==> config.mk <==
export PLATFORM = sky130hd
export DESIGN_NAME = irq_status_ctrl
export DESIGN_NICKNAME = d
export VERILOG_FILES = /design/src/rtl/irq_pkg.sv /design/src/rtl/irq_edge_latch.sv /design/src/rtl/irq_mask_bank.sv /design/src/rtl/irq_pin_drive.sv /design/src/rtl/irq_status_ctrl.sv
export SDC_FILE = /design/constraint.sdc
export NUM_CORES = 1
export LEC_CHECK = 0
export BUFFER_PORTS_ARGS = -buffer_cell sky130_fd_sc_hd__buf_4
export CAP_MARGIN = 20
export CORE_MARGIN = 1
export CORE_UTILIZATION = 40
export DETAILED_ROUTE_END_ITERATION = 16
export PLACE_DENSITY = 0.69
export SYNTH_ARGS = -nofsm -noshare
export SYNTH_HDL_FRONTEND = slang
export SYNTH_SLANG_ARGS = --single-unit
==> constraint.sdc <==
create_clock -name clk -period 1.4 [get_ports clk]
set_clock_uncertainty 0.2 [all_clocks]
set_input_delay 0.07 -clock clk [delete_from_list [all_inputs] [get_ports clk]]
set_output_delay 0.07 -clock clk [all_outputs]
set_load 0.01 [all_outputs]
==> src/rtl/irq_pkg.sv <==
package irq_pkg;
  localparam int unsigned REG_W  = 8;
  localparam int unsigned ADDR_W = 3;
  localparam int unsigned NGRP   = 2;

  localparam logic [ADDR_W-1:0] ADR_CTRL   = 3'd0;
  localparam logic [ADDR_W-1:0] ADR_MASK_A = 3'd1;
  localparam logic [ADDR_W-1:0] ADR_MASK_B = 3'd2;
  localparam logic [ADDR_W-1:0] ADR_NOTE_A = 3'd3;
  localparam logic [ADDR_W-1:0] ADR_NOTE_B = 3'd4;

  localparam int unsigned CTL_W      = 3;
  localparam int unsigned CTL_POL    = 0;
  localparam int unsigned CTL_OD     = 1;
  localparam int unsigned CTL_MANUAL = 2;
endpackage

==> src/rtl/irq_edge_latch.sv <==
module irq_edge_latch #(
  parameter int unsigned W = 8,
  parameter logic [W-1:0] VALID = '1
) (
  input  logic         clk,
  input  logic         rst_n,
  input  logic [W-1:0] lvl_i,
  input  logic         clr_i,
  output logic [W-1:0] note_o
);
  logic [W-1:0] prev_q;
  logic [W-1:0] rise;

  assign rise = lvl_i & ~prev_q & VALID;

  always_ff @(posedge clk or negedge rst_n) begin
    if (!rst_n) begin
      prev_q <= '0;
      note_o <= '0;
    end else begin
      prev_q <= lvl_i & VALID;
      // clear first, then merge this cycle's edges so none is lost
      note_o <= (clr_i ? '0 : note_o) | rise;
    end
  end
endmodule

==> src/rtl/irq_mask_bank.sv <==
module irq_mask_bank #(
  parameter int unsigned W = 8,
  parameter logic [W-1:0] VALID = '1
) (
  input  logic         clk,
  input  logic         rst_n,
  input  logic         wr_i,
  input  logic [W-1:0] wdata_i,
  input  logic [W-1:0] auto_set_i,
  output logic [W-1:0] mask_o
);
  always_ff @(posedge clk or negedge rst_n) begin
    if (!rst_n)    mask_o <= '0;
    else if (wr_i) mask_o <= wdata_i & VALID;
    else           mask_o <= mask_o | (auto_set_i & VALID);
  end
endmodule

==> src/rtl/irq_pin_drive.sv <==
module irq_pin_drive (
  input  logic active_i,
  input  logic pol_i,
  input  logic od_i,
  output logic pin_o,
  output logic oe_o
);
  always_comb begin
    pin_o = active_i ? pol_i : ~pol_i;
    oe_o  = od_i ? active_i : 1'b1;
  end
endmodule

==> src/rtl/irq_status_ctrl.sv <==
module irq_status_ctrl
  import irq_pkg::*;
#(
  parameter int unsigned N_ADC = 4,
  parameter int unsigned N_DAC = 4
) (
  input  logic              clk,
  input  logic              rst_n,
  input  logic [N_ADC-1:0]  adc_ovfl,
  input  logic [N_DAC-1:0]  dac_clip,
  input  logic              clk_err,
  input  logic              reg_wr,
  input  logic              reg_rd,
  input  logic [ADDR_W-1:0] reg_addr,
  input  logic [REG_W-1:0]  reg_wdata,
  output logic [REG_W-1:0]  reg_rdata,
  output logic              irq_o,
  output logic              irq_oe
);
  localparam logic [REG_W-1:0] VALID_A =
    REG_W'((1 << N_ADC) - 1) | (REG_W'(1) << (REG_W - 1));
  localparam logic [REG_W-1:0] VALID_B = REG_W'((1 << N_DAC) - 1);

  logic [CTL_W-1:0]            ctrl_q;
  logic [NGRP-1:0][REG_W-1:0]  src;
  logic [NGRP-1:0][REG_W-1:0]  note_q;
  logic [NGRP-1:0][REG_W-1:0]  mask_q;
  logic [NGRP-1:0]             grp_hit;
  logic                        irq_any;

  always_comb begin
    src = '0;
    src[0][N_ADC-1:0] = adc_ovfl;
    src[0][REG_W-1]   = clk_err;
    src[1][N_DAC-1:0] = dac_clip;
  end

  always_ff @(posedge clk or negedge rst_n) begin
    if (!rst_n)                             ctrl_q <= '0;
    else if (reg_wr && reg_addr == ADR_CTRL) ctrl_q <= reg_wdata[CTL_W-1:0];
  end

  for (genvar g = 0; g < NGRP; g++) begin : g_grp
    localparam logic [REG_W-1:0] VMASK = (g == 0) ? VALID_A : VALID_B;
    logic             rd_note;
    logic             wr_mask;
    logic [REG_W-1:0] auto_set;

    assign rd_note  = reg_rd && (reg_addr == ADR_NOTE_A + ADDR_W'(g));
    assign wr_mask  = reg_wr && (reg_addr == ADR_MASK_A + ADDR_W'(g));
    assign auto_set = (rd_note && !ctrl_q[CTL_MANUAL]) ? note_q[g] : '0;

    irq_edge_latch #(.W(REG_W), .VALID(VMASK)) u_latch (
      .clk   (clk),
      .rst_n (rst_n),
      .lvl_i (src[g]),
      .clr_i (rd_note),
      .note_o(note_q[g])
    );

    irq_mask_bank #(.W(REG_W), .VALID(VMASK)) u_mask (
      .clk       (clk),
      .rst_n     (rst_n),
      .wr_i      (wr_mask),
      .wdata_i   (reg_wdata),
      .auto_set_i(auto_set),
      .mask_o    (mask_q[g])
    );

    assign grp_hit[g] = |(note_q[g] & ~mask_q[g]);
  end

  assign irq_any = |grp_hit;

  always_comb begin
    case (reg_addr)
      ADR_CTRL:   reg_rdata = REG_W'(ctrl_q);
      ADR_MASK_A: reg_rdata = mask_q[0];
      ADR_MASK_B: reg_rdata = mask_q[1];
      ADR_NOTE_A: reg_rdata = note_q[0];
      ADR_NOTE_B: reg_rdata = note_q[1];
      default:    reg_rdata = '0;
    endcase
  end

  irq_pin_drive u_pin (
    .active_i(irq_any),
    .pol_i   (ctrl_q[CTL_POL]),
    .od_i    (ctrl_q[CTL_OD]),
    .pin_o   (irq_o),
    .oe_o    (irq_oe)
  );
endmodule

==> metrics.yaml, run 1 <==
cells_and_area:
  post-route-util_pct: 62.5
  drive_gt1_share_pct: 35.7
  antennaDiodeCount: 0
  num-fill-cells: 295
  area_delta_synth_final_pct: 43.7
  final_cells: 253
  nets: 230
drt:
  vias_per_cell: 5.13
  via_count: 1297
  met2_length_um: 1810
  ant_nets: 0
  top_layer: "met4"
  drc: 0
  wl_met1_um: 1460
  wire_per_inst_um: 14.1
  met3_length_um: 294
  drt_iter0_drc: 65
  routed_wl_um: 3580
  dr.pass1.iters: 4
synth:
  yosysUniqueCellTypes: 32
  synth_area_per_cell_sq_um: 10.3
  synth_area_leaders: "dfrtp_1, nor2_1, a211oi_1"
  synth_common_cells: "dfrtp_1, nor2_1, inv_1, nand2_1"
  yosys.area.top_type_share_pct: 49.8
  synth_xor_xnor_area_share_pct: 0.581
  synth-seq-cells: 30
  netlist_area_sq_um: 1510
  yosysMostFrequentCell: "dfrtp_1"
  synth_edf_count: 0
  synth_top_family_by_area: "simple AND/OR/NAND/NOR gates"
  synth-simple-area-share_pct: 20.6
  synth_compound_area_share_pct: 14.3
  synth_cells: 146
  async_flop_share_pct: 100
  synthMuxAreaShare_pct: 6.47
  synthAdderAreaFrac_pct: 0
  synth-main-ff-cell: "dfrtp_1"
  synth_area_leader_cell: "dfrtp_1"
  yosys_warnings: 0
  synth-seq-area-share_pct: 49.8
floorplanning:
  dieArea_sq_um: 4020
  io-pin-count: 34
  core_area_sq_um: 3470
  die_h_um: 63.4
  num_rows: 21
  initial_core_util_pct: 43.5
  die_x_um: 63.4
power_and_ir_drop:
  combPwrFrac_pct: 28.1
  p_clk_share_pct: 28.1
  peakVddDrop_mv: 0.819
  power_density_nw_per_um2: 1130
  p_leak_nw: 1.06
  swShare_pct: 28.1
  power_frac_seq_pct: 43.8
  intPower_mw: 1.77
  p_sw_uw: 692
cts:
  cts_buffer_depth: 2
  cts_tree: "built"
  cts-buffers-inserted: 5
  clock-sinks: 30
  clock_latency_ns: 0.27
  clk_pin_slew_ns: 0.06
  h-tree-depth: 2
  cts_root_buf: "clkbuf_8"
placed_design:
  io_buffers: 27
  place_inst: 228
  routabilityCongestion: 0.840
  dp_slack_ns: -0.0771
  hpwl_um: 2350
global_route:
  grt_pass1_wl_um: 5820
  grt_pass1_vias: 1259
  grt_antenna_before_repair: 0
  grt_overflow: 0
  grt_max_degree: 31
  grt_usage_pct: 19.2
critical_path:
  end_kind: "primary output"
  crit_fanout: 2
  crit_type: "flip-flop to primary output"
  r2r_slack_ns: 0.13
  crit_path_start_kind: "flip-flop"
  arrival_ns: 1.43
  worstPathRequired_ns: 1.13
  r2r_end: "g_grp[1].u_mask.mask_o[2]$_DFF_PN0_"
  reg2reg_from: "ctrl_q[2]$_DFFE_PN0P_"
  rr_worst_depth: 3
timing:
  drv_slew: 0
  min_period_ns: 1.70
  rsz0062_at_grt: "yes"
  hold_viol: 0
  setup_tns_ns: -1.45
  setup_viol: 6
  min_period_over_period_pct: 121
  max_freq_mhz: 589
  fin_ws_ns: -0.298
flow_run:
  cap_violations: 0
hold_path:
  hp-class: "input port to flip-flop"
  hold_start: "reg_rd"
  hold_end: "g_grp[1].u_latch.note_o[1]$_DFF_PN0_"
  hold_path_depth: 4
status:
  status: "complete, but fails checks"
  violations: "negative setup slack"
## power groups by stage
stage               clock network, mW  logic (mW)  registers (mW)
detailed placement                  0       0.555            1.08
finish                          0.691       0.692            1.08
CTS                             0.710       0.637            1.07
global placement                    0       0.543            1.07
global route                    0.753       0.750            1.09
floorplan                           0       0.296            1.07
## sequential cells by signal, summed over array words and instances, names as in the netlist
name,cells
g_grp.u_latch.prev_q,9
g_grp.u_mask.mask_o,9
g_grp.u_latch.note_o,9
ctrl_q,3
## worst max-delay path, stage by stage, from the launching register on
cell	delay (ns)
dfrtp_1	0.37
inv_1	0.07
o22ai_2	0.08
nor4_4	0.33
xor2_1	0.17
buf_4	0.14
## per-layer routing
| layer | GRT usage, % | vias up |
|---|---|---|
| li1 | - | 609 |
| met1 | 25.2 | 624 |
| met2 | 31.5 | 60 |
| met3 | 4.53 | 4 |
| met4 | 4.83 | 0 |
| met5 | 0 | - |
## logic make-up after synthesis
group / Yosys count
buf+inv: 25
xor+xnor: 1
compound gates: 33
mux: 8
other cells: 1
simple gates: 48
flops: 30
## worst max-delay path by stage
stage,from,to,slack [ns],cells after the start
global route,g_grp[0].u_latch.note_o[3]$_DFF_PN0_,irq_o,-0.36,5
finish,g_grp[1].u_latch.note_o[3]$_DFF_PN0_,irq_o,-0.30,5
floorplan,g_grp[1].u_latch.note_o[3]$_DFF_PN0_,irq_o,0.03,4
global placement,g_grp[1].u_latch.note_o[0]$_DFF_PN0_,irq_o,-0.07,5
detailed placement,g_grp[1].u_latch.note_o[0]$_DFF_PN0_,irq_o,-0.08,5
CTS,g_grp[0].u_latch.note_o[3]$_DFF_PN0_,irq_o,-0.32,5
## through the flow
step | hold slack, ns | area (sq um) | power (mW)
floorplan | -0.426 | 1520 | 1.36
global placement | -0.186 | 1830 | 1.61
detailed placement | -0.180 | 1830 | 1.63
CTS | 0.0198 | 2110 | 2.42
global route | 0.0401 | 2170 | 2.59
finish | 0.0208 | 2170 | 2.46
## what timing repair did
action                                  4_1_cts  5_1_grt
endpoints found under the hold margin        60        0
resized for setup                            10        7
pin swaps                                     3        4
buffers inserted                              0        2
endpoints found under the setup margin        6        7
hold buffers                                 15        0
## cell usage in the layout (no fill, tap or decap), types with 2 or more instances in the layout
cell type	Yosys	routed
conb_1	1	3
dlygate4sd3_1	0	15
buf_4	5	39
o22ai_1	7	2
mux2i_1	3	3
buf_6	1	4
a31oi_1	2	2
mux2_4	3	5
a211oi_1	9	9
o21ai_0	9	9
a22oi_1	5	2
nor2_1	21	21
nand2_1	11	11
o22ai_2	0	5
inv_1	18	17
nand3b_1	2	2
and2b_1	2	2
a22oi_2	0	3
dfrtp_1	30	30
clkbuf_8	0	6
## cell type report
class | count | area [sq um] | area share, %
clock inverters | 1 | 5.00 | 0.231
flip-flops and latches | 30 | 751 | 34.6
well taps | 46 | 57.6 | 2.66
repair buffers | 58 | 488 | 22.5
multi-input cells | 93 | 712 | 32.9
inverters | 18 | 67.6 | 3.12
clock buffers | 7 | 86.3 | 3.98
(Power assumes the default switching activity.)
==> run 2, diff against run 1 <==
CORE_MARGIN = default   (was 1)
PLACE_DENSITY = 0.68   (was 0.69)
SYNTH_HIERARCHICAL = 1   (was default)
==> run 2 against run 1 <==
- the flow finishes with violations (negative hold slack, negative setup slack)
- worst setup slack worse by 0.28 ns
- highest routed layer unchanged
- critical path depth did not move
- routed wire length rose by 18%
- synthesized area grew 19%
- largest power group unchanged
- non-clock buffer count is 10 higher
- synthesized cell count grew 28%
- hold slack got worse by 0.021 ns
- maximum frequency down 14%
- clock power rose by 3%
==> metrics.yaml, run 2 <==
status:
  status: "complete, but fails checks"
  violations: "negative hold slack, negative setup slack"
floorplanning:
  io-pin-count: 34  # unchanged
  num_rows: 23  # +9.5%
  core_area_sq_um: 4140  # +19%
  initial_core_util_pct: 43.1  # -0.35 points
  die_x_um: 68.8  # +8.6%
  die_h_um: 68.8  # +8.6%
  dieArea_sq_um: 4740  # +18%
drt:
  routed_wl_um: 4220  # +18%
  drt_iter0_drc: 60  # -7.7%
  via_count: 1483  # +14%
  drc: 0  # unchanged
  ant_nets: 0  # unchanged
  wire_per_inst_um: 14.0  # -0.92%
  dr.pass1.iters: 4  # unchanged
  vias_per_cell: 4.93  # -3.9%
cts:
  h-tree-depth: 2  # unchanged
  clock_latency_ns: 0.28  # about the same
  cts-buffers-inserted: 5  # unchanged
  cts_buffer_depth: 2  # unchanged
  cts_tree: "built"
  cts_root_buf: "clkbuf_8"
  clock-sinks: 30  # unchanged
  clk_pin_slew_ns: 0.06  # about the same
cells_and_area:
  nets: 274  # +19%
  area_delta_synth_final_pct: 40.3
  antennaDiodeCount: 0  # unchanged
  final_common_cell: "buf_4"
  top_regs: "g_grp.u_latch/note_o x9, g_grp.u_latch/prev_q x9, g_grp.u_mask/mask_o x9"
  mostFrequentLayoutCells: "buf_4, dfrtp_1, inv_1"
  drive_gt1_share_pct: 35.5  # -0.29 points
  post-route-util_pct: 60.5  # -2.0 points
  final_area_sq_um: 2510  # +16%
placed_design:
  hpwl_um: 2890  # +23%
  io_buffers: 27  # unchanged
  placedInstanceArea_sq_um: 2110  # +16%
  dp_slack_ns: -0.430  # -0.352 ns
  routabilityCongestion: 0.850  # +1.3%
power_and_ir_drop:
  power_density_nw_per_um2: 1060  # -6.8%
  total_power_mw: 2.65  # +7.8%
  p_leak_nw: 1.22  # +15%
  peakVddDrop_mv: 0.800  # -2.3%
critical_path:
  cp_slowest_cell: "dfrtp_1"
  arrival_ns: 1.71  # +0.28 ns
  crit_path_start_kind: "flip-flop"
  end_kind: "primary output"
  worstPathRequired_ns: 1.13  # about the same
  crit_type: "flip-flop to primary output"
  crit_fanout: 2  # unchanged
  cp_cell_sequence: "nor2b_4, a2111oi_4, nand4_1, xnor2_2, buf_4"
  slowest_delay_ns: 0.40  # +0.03 ns
timing:
  drv_slew: 0  # unchanged
  setup_tns_ns: -2.18  # -0.726 ns
  max_freq_mhz: 504  # -14%
  setup_viol: 7  # +1
  min_period_ns: 1.98  # +0.285 ns
  fin_ws_ns: -0.583  # -0.285 ns
  rsz0062_at_grt: "yes"
  min_period_over_period_pct: 142  # +20 points
  hold_viol: 1  # +1
  holdWs_ns: -0.000636  # -0.0215 ns
synth:
  synth_cells: 187  # +28%
  netlist_area_sq_um: 1790  # +19%
  synth_area_per_cell_sq_um: 9.55  # -7.5%
  yosys_warnings: 6  # +6
global_route:
  grt_pass1_vias: 1422  # +13%
  grt_pass1_wl_um: 6760  # +16%
  grt_usage_pct: 20.4  # +1.3 points
  grt_antenna_before_repair: 0  # unchanged
  grt_max_degree: 31  # unchanged
  grt_overflow: 0  # unchanged
flow_run:
  cap_violations: 0  # unchanged
hold_path:
  hp-class: "input port to flip-flop"
-- run 2: path summary, 6_finish.rpt --
kind	start	end	slack [ns]	cells past startpoint
max	g_grp[1].u_latch/note_o[3]$_DFF_PN0_	irq_o	-0.58	5
min	reg_addr[1]	ctrl_q[1]$_DFFE_PN0P_	-0.0006	3
max reg2reg	ctrl_q[2]$_DFFE_PN0P_	g_grp[0].u_mask/mask_o[7]$_DFF_PN0_	0.07	4
min reg2reg	g_grp[0].u_latch/prev_q[1]$_DFF_PN0_	g_grp[0].u_latch/note_o[1]$_DFF_PN0_	0.21	1
max in group asynchronous	rst_n	g_grp[0].u_latch/note_o[0]$_DFF_PN0_	0.69	2
min in group asynchronous	rst_n	ctrl_q[1]$_DFFE_PN0P_	0.04	2
-- run 2: routing by layer --
layer  up-vias  GRT usage (%)  wire length, um
li1        738              -                -
met1       704           26.9             1950
met2        36           32.1             2020
met3         5           4.93              186
met4         0           8.42               65
met5         -              0                0
-- run 2: power breakdown --
group / internal [mW] / switching (mW)
Sequential: 0.989 / 0.0829
Clock: 0.395 / 0.313
Combinational: 0.504 / 0.367
Total: 1.89 / 0.763
-- run 2: what timing repair did --
| action | CTS | global route |
|---|---|---|
| resized for setup | 24 | 12 |
| pin swaps | 7 | 8 |
| hold endpoints to repair | 60 | 0 |
| setup endpoints to repair | 7 | 12 |
| hold buffers | 15 | 0 |
| setup buffers | 1 | 3 |
-- run 2: final cells by class --
class	instances	area [sq um]
Clock buffer	7	86.3
Clock inverter	1	5.00
Fill cell	376	1640
Inverter	23	86.3
Multi-Input combinational cell	122	921
Sequential cell	30	751
Tap cell	50	62.6
Timing Repair Buffer	68	594
-- run 2: worst max-delay path, delay by kind of cell, from the launching register on --
family                 cells  cell delay, ns
AND/OR/NAND/NOR            2            0.37
buffers and inverters      1            0.14
XOR/XNOR                   1            0.19
flip-flops                 1            0.40
AO/OA/AOI/OAI              1            0.34
-- run 2: metrics by stage --
stage | std cells | hold slack (ns)
6_report | 301 | -0.000636
5_1_grt | 301 | 0.00188
4_1_cts | 298 | -0.000319
3_5_place_dp | 275 | -0.183
3_3_place_gp | 275 | -0.180
2_1_floorplan | 197 | -0.426
==> run 3, diff against run 2 <==
CTS_CLUSTER_DIAMETER = 50   (was default)
clock period = 2.37 ns   (was 1.4 ns; I/O delays follow)
==> run 3 against run 2 <==
- the flow now finishes without violations
- global-route usage is 2.5 points lower
- sequential cell count stayed put
- final cell count is 8.6% lower
- first-iteration DRC count is 47% lower
- critical path depth stayed put
- core utilization is 8.5 points lower
- design area is 14% lower
- worst setup slack better by 0.85 ns
- total power is 49% lower
- sequential power is 40% lower
- non-clock buffer count is 26 lower
- combinational power is 66% lower
- largest cell class unchanged
==> metrics.yaml, run 3 (synthesized netlist as in run 2, its figures left out) <==
cts:
  cts_buffer_depth: 2  # unchanged
  clk_pin_slew_ns: 0.06  # about the same
  cts_root_buf: "clkbuf_8"
  hold_buffers: 15  # unchanged
  clock-sinks: 30  # unchanged
  clock_latency_ns: 0.28  # about the same
  cts-buffers-inserted: 5  # unchanged
  h-tree-depth: 2  # unchanged
  post-cts-setup-buffers: 0  # -1
  ctsResizeCount: 0  # -100%
  cts_tree: "built"
timing:
  setup_tns_ns: 0  # +2.18 ns
  max_freq_mhz: 475
  min_period_ns: 2.10
  hold_viol: 0  # -1
  rsz0062_at_grt: "no"
  min_period_over_period_pct: 88.8
  fin_ws_ns: 0.266  # +0.848 ns
  drv_slew: 0  # unchanged
  setup_viol: 0  # -7
cells_and_area:
  antennaDiodeCount: 0  # unchanged
  seqCellArea_sq_um: 751  # unchanged
  multi_input_area_sq_um: 811  # -12%
  nets: 248  # -9.5%
  final_common_cell: "dfrtp_1"
  area_delta_synth_final_pct: 20.6
  num-fill-cells: 414  # +10%
  mostFrequentLayoutCells: "dfrtp_1, buf_4, inv_1"
  drive_gt1_share_pct: 21.8  # -14 points
  top_regs: "g_grp.u_latch/note_o x9, g_grp.u_latch/prev_q x9, g_grp.u_mask/mask_o x9"
global_route:
  grt_pass1_vias: 1267  # -11%
  grt_max_degree: 31  # unchanged
  grtUsageMet1_pct: 22.0  # -4.9 points
  top_usage_layer: "met2"
  grt_antenna_before_repair: 0  # unchanged
  grt_usage_pct: 17.9  # -2.5 points
  grt_util_met3_pct: 5.92  # +0.99 points
  grt_overflow: 0  # unchanged
  grt_pass1_wl_um: 5820  # -14%
  use_met2_pct: 27.8  # -4.3 points
critical_path:
  crit_path_start_kind: "flip-flop"
  arrival_ns: 1.79  # +0.08 ns
  crit_fanout: 4  # +2
  end_kind: "primary output"
  crit_type: "flip-flop to primary output"
  worstPathRequired_ns: 2.05  # +0.92 ns
power_and_ir_drop:
  peakVddDrop_mv: 0.497  # -38%
  intPower_uw: 976  # -48%
  p_clk_share_pct: 30.9  # +4.2 points
  swShare_pct: 28.0  # -0.80 points
  p_sw_uw: 379  # -50%
  p_leak_nw: 1.02  # -17%
  power_density_nw_per_um2: 629  # -41%
  power_frac_seq_pct: 47.4  # +7.0 points
  combPwrFrac_pct: 21.7  # -11 points
drt:
  dr.pass1.iters: 4  # unchanged
  ant_nets: 0  # unchanged
  via_count: 1358  # -8.4%
  vias_per_cell: 4.94  # +0.23%
  routed_wl_um: 3550  # -16%
  drc: 0  # unchanged
  drt_iter0_drc: 32  # -47%
  wire_per_inst_um: 12.9  # -8.0%
floorplanning:
  io-pin-count: 34  # unchanged
  num_rows: 23  # unchanged
  core_area_sq_um: 4140  # unchanged
  dieArea_sq_um: 4740  # unchanged
  initial_core_util_pct: 43.1  # unchanged
  die_x_um: 68.8  # unchanged
  die_h_um: 68.8  # unchanged
hold_path:
  hp-class: "input port to flip-flop"
placed_design:
  dp_slack_ns: 0.514  # +0.943 ns
  io_buffers: 27  # unchanged
  routabilityCongestion: 0.800  # -5.9%
  hpwl_um: 2550  # -12%
flow_run:
  cap_violations: 0  # unchanged
status:
  status: "finished, final reports clean"
==> run 3: critical path, stage by stage (launching register included) <==
cell	delay [ns]
dfrtp_1	0.40
nor2b_1	0.14
a2111oi_0	0.41
nand4_1	0.21
xnor2_1	0.20
buf_4	0.14
==> run 3: per-layer routing <==
metal	up-vias	wire length, um
met5	-	0
met4	0	66
met3	7	139
met2	25	1640
met1	641	1700
li1	685	-
==> run 3: stage by stage <==
step | hold WS [ns] | std cells | power, mW | instance area [sq um] | util (%)
2_1_floorplan | -0.377 | 197 | 0.841 | 1820 | -
3_3_place_gp | -0.133 | 252 | 0.918 | 1910 | 46.2
3_5_place_dp | -0.132 | 252 | 0.927 | 1910 | 46.2
4_1_cts | 0.0745 | 275 | 1.38 | 2150 | 52.0
5_1_grt | 0.0928 | 275 | 1.44 | 2150 | 52.0
6_report | 0.0824 | 275 | 1.36 | 2150 | 52.0
==> run 3: worst paths after layout <==
kind,slack [ns],startpoint,end,depth (start not counted)
setup / recovery,0.27,g_grp[0].u_latch/note_o[7]$_DFF_PN0_,irq_o,5
min in group asynchronous,0.10,rst_n,ctrl_q[1]$_DFFE_PN0P_,2
hold reg to reg,0.21,g_grp[1].u_latch/prev_q[3]$_DFF_PN0_,g_grp[1].u_latch/note_o[3]$_DFF_PN0_,1
setup reg to reg,1.01,ctrl_q[2]$_DFFE_PN0P_,g_grp[1].u_mask/mask_o[2]$_DFF_PN0_,4
hold / removal,0.08,reg_rd,g_grp[1].u_latch/note_o[1]$_DFF_PN0_,3
max in group asynchronous,1.59,rst_n,g_grp[0].u_latch/prev_q[0]$_DFF_PN0_,2
==> run 3: layout make-up <==
cell class / instances / share of cell area [%]
clock buffer: 7 / 4.01
timing repair buffer: 42 / 16.4
multi-input combinational: 122 / 37.6
tap: 50 / 2.90
clock inverter: 1 / 0.232
inverter: 23 / 4.01
sequential: 30 / 34.8
==> run 3: power groups by stage <==
stage	registers, mW	logic (mW)	clock network [mW]
floorplan	0.632	0.210	0
global placement	0.649	0.269	0
detailed placement	0.652	0.275	0
CTS	0.643	0.295	0.438
global route	0.652	0.329	0.464
finish	0.643	0.294	0.419
